<file path="src/rtl/rand_byte_gather.sv">
`timescale 1ns/1ps
module rand_byte_gather #(
  parameter int WORD_W = 8
) (
  input  logic              clk,
  input  logic              rst,
  input  logic              bit_vld,
  input  logic              bit_in,
  input  logic              hold_req,
  output logic [WORD_W-1:0] word_out,
  output logic              word_ready,
  output logic              disp_en
);
  localparam int SEL_W = (WORD_W > 1) ? $clog2(WORD_W) : 1;
  localparam logic [SEL_W-1:0] LAST_POS = SEL_W'(WORD_W - 1);

  logic [WORD_W-1:0] slots, pend;
  logic [SEL_W-1:0]  sel;
  logic              pend_vld;
  logic              hold_s1, hold_s2;

  wire               last      = bit_vld && (sel == LAST_POS);
  wire [WORD_W-1:0]  done_word = {bit_in, slots[WORD_W-2:0]};
  wire               pub_new   = last && !hold_s2;
  wire               pub_old   = pend_vld && !hold_s2 && !last;

  always_ff @(posedge clk) begin
    if (rst) begin
      slots      <= '0;
      pend       <= '0;
      sel        <= '0;
      pend_vld   <= 1'b0;
      hold_s1    <= 1'b0;
      hold_s2    <= 1'b0;
      word_out   <= '0;
      word_ready <= 1'b0;
      disp_en    <= 1'b0;
    end else begin
      hold_s1    <= hold_req;
      hold_s2    <= hold_s1;
      word_ready <= pub_new || pub_old;
      if (bit_vld) begin
        slots[sel] <= bit_in;
        sel        <= last ? '0 : sel + 1'b1;
      end
      if (last && hold_s2) begin
        pend     <= done_word;
        pend_vld <= 1'b1;
      end
      if (pub_new) begin
        word_out <= done_word;
        pend_vld <= 1'b0;
      end else if (pub_old) begin
        word_out <= pend;
        pend_vld <= 1'b0;
      end
      if (pub_new || pub_old) disp_en <= 1'b1;
    end
  end
endmodule

</file>
<file path="config.mk">
export PLATFORM = sky130hd
export DESIGN_NAME = rand_byte_gather
export DESIGN_NICKNAME = d
export VERILOG_FILES = /design/src/rtl/rand_byte_gather.sv
export SDC_FILE = /design/constraint.sdc
export NUM_CORES = 1
export LEC_CHECK = 0
export ABC_AREA = 0
export ABC_CLOCK_PERIOD_IN_PS = 1690
export BUFFER_PORTS_ARGS = -buffer_cell sky130_fd_sc_hd__buf_2
export CORE_AREA = 2 2 70 45
export DETAILED_ROUTE_END_ITERATION = 16
export DIE_AREA = 0 0 72 47
export PLACE_DENSITY = 0.67
export SYNTH_ARGS = -nofsm -noshare
export SYNTH_HDL_FRONTEND = slang
export SYNTH_SLANG_ARGS = --single-unit
</file>
<file path="constraint.sdc">
create_clock -name clk -period 1.69 [get_ports clk]
set_input_delay 0.4225 -clock clk [delete_from_list [all_inputs] [get_ports clk]]
set_output_delay 0.4225 -clock clk [all_outputs]
set_load 0.02 [all_outputs]
</file>
==> flow_summary.ini, run 1 <==
[run_status]
status = complete, no violations

[die]
rows = 15
fp.coreArea_sq_mm = 0.00276
die_w_microns = 72
die_area_sq_mm = 0.00338
io_pins = 15
fp.dieH_microns = 47
start_util_pct = 47.1

[sta]
tns_ps = 0
relSlewSlack_pct = 78.5
slew_violations = 0
setup_viol_count_final = 0
rsz0062_at_grt = false
finalClockSkew_ps = 4.04
hold_violations = 0
fmax_mhz = 658
finalCriticalPeriod_ps = 1520
fin_crit_sh_pct = 89.9
worst-slew-pin-transition_ps = 323

[cells_and_area]
multiInputGateArea_sq_um = 621
regArea_sq_um = 621
drive_above_1_share_pct = 22.9
fin_nets = 150
area_growth_pct = 15.4
nFillCells = 249
layoutNonFillerInstCount = 178
antenna_cells = 0

[setup_path]
crit_family = adder cells
crit_end = word_out[6]
worst_r2r_path_depth = 6
max_stage_delay_ps = 320
path_buf_inv = 1
crit_required_ps = 1850
cp_num_cells = 6
crit_path_end_kind = flip-flop
path_max_fanout = 6
arrival_ps = 1680
r2r_slack_ps = 170
r2r-start = sel[0]
cp_cell_sequence = ha_1 > ha_1 > buf_4 > and3_1 > a31oi_1 > o2bb2ai_1
rr_endpoint = word_out[6]
crit_top_cell = ha_1
critical_path_class = flip-flop to flip-flop
start_kind = flip-flop
cp-startpoint = sel[0]
critPathSlowestCell = dfxtp_1

[place]
dp_cells = 170
gp_congestion = 0.712
hpwl_mm = 1.83
portBuffers = 14

[global_route]
grt_max_degree = 22
grt_pass1_wl_mm = 4.20
grt_pass1_vias = 910
gr-total-overflow = 0
grtUsageTotal_pct = 17.2
antenna_found_initial = 0

[yosys]
seq_area_frac_synth_pct = 47.8
yosys.area.top_type = dfxtp_1
synth_warnings = 0
synth.distinct_cells = 25
syn_area_per_cell_sq_um = 10.5
syn_inst = 124
ys_top_cells_by_count = dfxtp_1 (31), nor2_1 (18), mux2i_1 (16)
yosysMostFrequentCell = dfxtp_1
ys_ff_latch = 31
synthArstFlopShare_pct = 0
synth_nets = 131
synthTopCellsByArea = dfxtp_1 (48%), mux2i_1 (12%), o2bb2ai_1 (5.4%)
synth.cell_area_sq_mm = 0.00130
synth_edf_count = 0
synth_ff_type = dfxtp_1
synth.top_cell.area_share_pct = 47.8

[power_and_ir_drop]
cellPowerDensity_mw_per_mm2 = 917
power.leakage_nw = 0.699
peakVddDrop_v = 0.000472

[clock_tree]
cts_tree = built
cts_htree_levels = 2
clk_path_buf_depth = 2
cts_buffers = 5
insertion_delay_ps = 280
cts_root_buffer = clkbuf_8
clock_sinks = 31
cts.clk_slew.worst_paths_ps = 60

[detailed_routing]
wl_per_cell_microns = 14.3
antenna_left = 0
vias_per_cell = 5.38
vias = 957
dr.pass1.iters = 3
wl_mm = 2.54
drc = 0
dr.first_iter.drc_count = 49

[min_path]
hold_class = input pin to flip-flop

[flow_run]
cap_violations = 0
## area by class of cell
cell class / count / area share (%)
Timing Repair Buffer: 22 / 8.68
Clock buffer: 7 / 5.09
Tap cell: 34 / 2.84
Sequential cell: 31 / 41.4
Clock inverter: 1 / 0.334
Multi-Input combinational cell: 82 / 41.4
Inverter: 1 / 0.250
## where the power goes
part	total (mW)	internal, mW	switching (mW)
sequential	0.748	0.741	0.00666
clock	0.542	0.288	0.254
combinational	0.0840	0.0365	0.0476
## sequential cells by signal (all words and copies together) (netlist names)
signal      flops
disp_en         1
hold_s1         1
hold_s2         1
pend            8
pend_vld        1
sel             3
slots           7
word_out        8
word_ready      1
## worst min path at each step
stage,slack (ps),cells past startpoint,end,from
2_1_floorplan,410,1,hold_s2,hold_s1
3_3_place_gp,420,1,hold_s2,hold_s1
3_5_place_dp,420,1,hold_s2,hold_s1
4_1_cts,350,2,pend_vld,rst
5_1_grt,350,2,hold_s1,hold_req
6_report,350,2,pend_vld,rst
## per-stage QoR
step	power, mW	worst slack (ps)	utilization, %	hold WS [ps]	instance area [sq um]
finish	1.37	171	54.3	352	1500
global route	1.43	48.2	54.3	355	1500
CTS	1.39	95.1	54.3	345	1500
detailed placement	0.847	109	51.4	421	1420
global placement	0.844	197	51.4	425	1420
floorplan	0.825	177	-	414	1300
## cells in the final DEF (no fill, tap or decap), types with 2 or more instances in the layout
cell	instances
clkbuf_1	2
buf_4	8
ha_1	2
o2bb2ai_1	8
mux2i_1	16
nand4b_1	3
a31oi_1	8
clkbuf_8	5
nor2_1	18
dfxtp_1	31
a21oi_1	2
and4bb_1	3
and3_1	8
nand3b_1	2
nor2b_1	2
buf_2	14
nand2b_1	2
## metal layers
metal	global-route usage (%)	vias to the layer above	routed length, microns
met4	7.92	0	45
met5	0	-	0
met2	27.0	12	1110
met3	6.22	7	92
li1	-	487	-
met1	21.7	451	1290
## kinds of logic (layout without fill, tap and decap cells)
logic type                 after synthesis  in the layout  share of synthesized area, %
and+or+nand+nor                         43             43                          21.6
DFF                                     31             31                          47.8
AOI/OAI and AO/OA                       21             21                          11.9
muxes                                   16             16                          12.3
buffers and inverters                   11             31                          4.43
adders and majority gates                2              2                          1.93
## timing repair
action,in CTS,in global routing
endpoints found under the setup margin,0,1
hold buffers,0,0
gates resized for setup,0,1
buffers inserted,0,0
Power figures use the tool's default switching activity.
==> inputs of run 2 (changes only) <==
Settings changed: ABC_AREA 0 to 1, CORE_AREA 2 2 70 45 to 2 2 72 46, DIE_AREA 0 0 72 47 to 0 0 74 48.
==> run 2 against run 1 <==
  * Sequential power grew 0.9%
  * Die area up 5.0%
  * Sequential cell count stayed put
  * Register-to-register slack worse by 20 ps
  * Critical path type unchanged
  * Combinational power decreased by 11%
  * First-iteration DRC count is 71% higher
  * Fmax shrank 1.6%
  * Wire length increased by 23%
  * Non-clock buffer count shrank 6
==> flow_summary.ini, run 2 <==
[detailed_routing]
dr.pass1.iters = 4
dr.first_iter.drc_count = 84
antenna_left = 0
vias = 1210
wl_mm = 3.12
vias_per_cell = 4.96
wl_per_cell_microns = 12.8
drc = 0

[min_path]
worstHoldPathCells = 3
hold_class = input pin to flip-flop
min_delay_worst_endpoint = hold_s1
hp-start = hold_req

[sta]
finalClockSkew_ps = 7.79
rsz0062_at_grt = false
hold_violations = 0
slew_violations = 0
setup_viol_count_final = 0
relSlewSlack_pct = 75.9
finalCriticalPeriod_ps = 1540
tns_ps = 0
worst-slew-pin-transition_ps = 362
fin_crit_sh_pct = 91.4
fmax_mhz = 648

[cells_and_area]
design_area_sq_mm = 0.00153
area_growth_pct = 12.6
fin_nets = 208
nFillCells = 293
drive_above_1_share_pct = 15.8
final_common_cell = nand2_1
antenna_cells = 0
multiInputGateArea_sq_um = 646
regArea_sq_um = 621
final_cell_mix = nand2_1 (73), dfxtp_1 (31), nor2_1 (23)
top_regs = pend x8, word_out x8, slots x7

[setup_path]
r2r_slack_ps = 150
rr_endpoint = word_out[1]
crit_required_ps = 1870
crit_path_end_kind = flip-flop
critical_path_class = flip-flop to flip-flop
start_kind = flip-flop
crit_top_cell = nand2_1
max_stage_delay_ps = 390
r2r-start = sel[1]
arrival_ps = 1720
worst_r2r_path_depth = 8
path_max_fanout = 10
cp_cell_sequence = ha_1 > ha_1 > buf_4 > nand3_4 > nand2_1 > nand2_1 > nand2_1 > nand2_1
critPathSlowestCell = dfxtp_1
crit_family = adder cells
path_buf_inv = 1

[yosys]
synth_nets = 191
yosysMostFrequentCell = nand2_1
synth.distinct_cells = 20
synth_warnings = 0
yosys.area.top_type = dfxtp_1
ys_top_cells_by_count = nand2_1 (73), dfxtp_1 (31), nor2_1 (23)
synth.cell_area_sq_mm = 0.00136
seq_area_frac_synth_pct = 45.6
synth_ff_type = dfxtp_1
synth_edf_count = 0
ys_ff_latch = 31
syn_area_per_cell_sq_um = 7.40
synth.top_cell.area_share_pct = 45.6
syn_inst = 184
synthTopCellsByArea = dfxtp_1 (46%), nand2_1 (20%), nor2_1 (6.3%)
synthArstFlopShare_pct = 0

[global_route]
antenna_found_initial = 0
grt_pass1_wl_mm = 4.91
gr-total-overflow = 0
grt_pass1_vias = 1025
grtUsageTotal_pct = 19.4
grt_max_degree = 19

[clock_tree]
cts_setup_buffers = 0
post_cts_resized = 0
clock_sinks = 31
postCtsHoldBufs = 0
cts_tree = built
clk_path_buf_depth = 2
cts_htree_levels = 2
insertion_delay_ps = 280
cts_root_buffer = clkbuf_8
cts_buffers = 5
cts.clk_slew.worst_paths_ps = 60

[place]
postPlaceCellArea_sq_mm = 0.00145
hpwl_mm = 2.34
portBuffers = 14
gp_congestion = 0.855

[die]
die_w_microns = 74
fp.coreArea_sq_mm = 0.00283
fp.dieH_microns = 48
die_area_sq_mm = 0.00355
start_util_pct = 48.0
rows = 15
io_pins = 15

[power_and_ir_drop]
power.leakage_nw = 0.709
peakVddDrop_v = 0.000535
cellPowerDensity_mw_per_mm2 = 901

[run_status]
status = complete, no violations

[flow_run]
cap_violations = 0
==> run 2: changes by cell type after synthesis, sizes merged, moves of 3 or more <==
cell and delta:
a31oi -8, and4bb -3, o2bb2ai -8, nand4 +8, nor2 +6, and3 -7, a21oi +8, inv +11
nand2 +75, mux2i -16, nand4b -3, nand3 +11
==> run 2: cells by family (layout without fill, tap and decap cells) <==
logic type               Yosys count  count (layout)  synth area share (%)
AO/OA/AOI/OAI                     12              12                  4.41
adder cells (fa/ha/maj)            2               2                  1.84
buffers and inverters             18              36                  6.99
flip-flops                        31              31                  45.6
AND/OR/NAND/NOR                  121             121                  41.2
==> run 2: report_power, final <==
| group | switching (mW) | internal (mW) |
|---|---|---|
| logic | 0.0543 | 0.0208 |
| registers | 0.0122 | 0.743 |
| clock network | 0.263 | 0.288 |
| total | 0.330 | 1.05 |
==> run 2: worst max path at each step <==
stage | from | to | slack (ps) | cells after the start
6_report | sel[1] | word_out[1] | 150 | 8
5_1_grt | sel[1] | word_out[2] | 20 | 8
4_1_cts | sel[1] | word_out[1] | 160 | 8
3_5_place_dp | sel[1] | word_out[1] | 170 | 8
3_3_place_gp | sel[1] | word_out[2] | 250 | 8
2_1_floorplan | sel[1] | word_out[0] | 370 | 8
==> run 2: final cells by class <==
| class | count | share of cell area (%) |
|---|---|---|
| inverters | 12 | 3.10 |
| clock buffers | 7 | 4.98 |
| clock inverters | 1 | 0.327 |
| flip-flops and latches | 31 | 40.5 |
| repair buffers | 16 | 5.55 |
| multi-input cells | 135 | 42.1 |
| well taps | 42 | 3.43 |
==> run 2: worst min-delay path: stages <==
cell and delay, ps:
buf_2 70, inv_1 30, nor2_1 70
==> run 2: per-stage QoR <==
step	util [%]	hold slack [ps]	power (mW)	std cells	worst slack, ps
global placement	51.2	398	0.841	236	253
CTS	54.1	343	1.40	244	159
detailed placement	51.2	413	0.846	236	171
floorplan	-	388	0.827	184	374
finish	54.1	345	1.38	244	146
global route	54.1	361	1.44	244	16.3
==> run 2: metal layers <==
| layer | track usage [%] | wire [microns] | up-vias |
|---|---|---|---|
| met5 | 0 | 0 | - |
| met2 | 28.7 | 1340 | 29 |
| met4 | 8.73 | 37 | 0 |
| li1 | - | - | 618 |
| met3 | 5.89 | 189 | 5 |
| met1 | 26.3 | 1550 | 558 |
==> inputs of run 3 (changes only) <==
Settings changed: PLACE_DENSITY 0.67 to 0.65, SLEW_MARGIN from default to 20.
==> run 3 against run 2 <==
  * Combinational power fell by 3.6%
  * Final area up 2.5%
  * Sequential share of layout area shrank 1.0 points
  * Count of clock-buffer cells in the layout fell by 1
  * Largest cell class unchanged
  * Largest power group unchanged
==> flow_summary.ini, run 3 (same netlist as run 2, synthesis figures left out) <==
[min_path]
hp-start = hold_req
min_delay_worst_endpoint = hold_s1
worstHoldPathCells = 3
hold_class = input pin to flip-flop

[die]
die_w_microns = 74
rows = 15
die_area_sq_mm = 0.00355
start_util_pct = 48.0
fp.coreArea_sq_mm = 0.00283
io_pins = 15
fp.dieH_microns = 48

[sta]
fin_crit_sh_pct = 89.3
worst-slew-pin-transition_ps = 352
tns_ps = 0
holdWs_ps = 349
relSlewSlack_pct = 76.6
finalCriticalPeriod_ps = 1510
hold_violations = 0
finalClockSkew_ps = 2.72
rsz0062_at_grt = false
fmax_mhz = 662
slew_violations = 0
setup_viol_count_final = 0

[setup_path]
crit_path_end_kind = flip-flop
critical_path_class = flip-flop to flip-flop
rr_endpoint = word_out[2]
r2r_slack_ps = 180
start_kind = flip-flop
r2r-start = sel[1]
path_max_fanout = 8
crit_required_ps = 1870
worst_r2r_path_depth = 8
arrival_ps = 1690

[clock_tree]
cts_tree = built
cts.clk_slew.worst_paths_ps = 60
cts_root_buffer = clkbuf_8
insertion_delay_ps = 280
cts_setup_buffers = 0
cts_htree_levels = 2
clk_path_buf_depth = 2
cts_buffers = 5
clock_sinks = 31

[place]
portBuffers = 14
hpwl_mm = 2.10
gp_congestion = 0.772

[detailed_routing]
antenna_left = 0
drc = 0
dr.pass1.iters = 4
vias_per_cell = 4.83
dr.first_iter.drc_count = 55
wl_mm = 2.82
wl_per_cell_microns = 11.5
vias = 1178

[cells_and_area]
final_common_cell = nand2_1
nFillCells = 271
top_regs = pend x8, word_out x8, slots x7
regArea_sq_um = 621
final_cell_mix = nand2_1 (73), dfxtp_1 (31), nor2_1 (23)
multiInputGateArea_sq_um = 648
area_growth_pct = 15.4
post-route-util_pct = 55.5
fin_nets = 208
drive_above_1_share_pct = 17.3
antenna_cells = 0

[global_route]
grt_pass1_wl_mm = 4.80
grt_pass1_vias = 987
grt_max_degree = 19
gr-total-overflow = 0
grtUsageTotal_pct = 19.0
antenna_found_initial = 0

[power_and_ir_drop]
power.leakage_nw = 0.725
power.total_mw = 1.57
peakVddDrop_v = 0.000602
cellPowerDensity_mw_per_mm2 = 1000

[run_status]
status = complete, no violations

[flow_run]
cap_violations = 0
-- run 3: cell count changes in the layout (fill, tap and decap cells not counted) --
cell	change
bufinv_16	+1
clkbuf_1	-2
clkbuf_8	+1
ha_1	-1
ha_2	+1
-- run 3: per-layer routing --
layer	share of wire, %	track usage (%)	up-vias
met1	53	27.9	528
met4	1.0	6.55	0
met2	39	23.9	27
met5	0	0	-
met3	6.6	8.42	4
li1	-	-	619
-- run 3: where the power goes --
part | switching, mW | internal (mW)
combinational | 0.0514 | 0.0209
clock | 0.269 | 0.476
sequential | 0.0122 | 0.743
-- run 3: metrics by stage --
stage                     cell area [sq um]  instances  worst slack [ps]
after floorplan                        1360        184               374
after global routing                   1570        244              37.0
final                                  1570        244               180
after global placement                 1450        236               167
after detailed placement               1450        236               113
after CTS                              1570        244               105
-- run 3: worst max-delay path by stage --
stage                      start          end  slack [ps]  cells after the start
after detailed placement  sel[1]  word_out[2]         110                      8
final                     sel[1]  word_out[2]         180                      8
after global routing      sel[1]  word_out[1]          40                      8
after global placement    sel[1]  word_out[2]         170                      8
after floorplan           sel[1]  word_out[0]         370                      8
after CTS                 sel[1]  word_out[4]         100                      8
-- run 3: repair_timing --
| item | CTS | global route |
|---|---|---|
| hold buffers | 0 | 0 |
| setup endpoints to repair | 0 | 9 |
| resized for setup | 0 | 1 |
-- run 3: worst max-delay path, cell delays in order (launching register included) --
cell,delay (ps)
dfxtp_1,390
ha_1,170
ha_2,270
buf_4,190
nand3_4,120
nand2_1,90
nand2_1,50
nand2_1,70
nand2_1,50
-- run 3: layout make-up --
type | instances | share of cell area, %
Multi-Input combinational cell | 135 | 41.2
Sequential cell | 31 | 39.5
Timing Repair Buffer | 16 | 5.41
Clock buffer | 6 | 5.25
Tap cell | 42 | 3.34
Inverter | 12 | 3.03
Clock inverter | 2 | 2.23
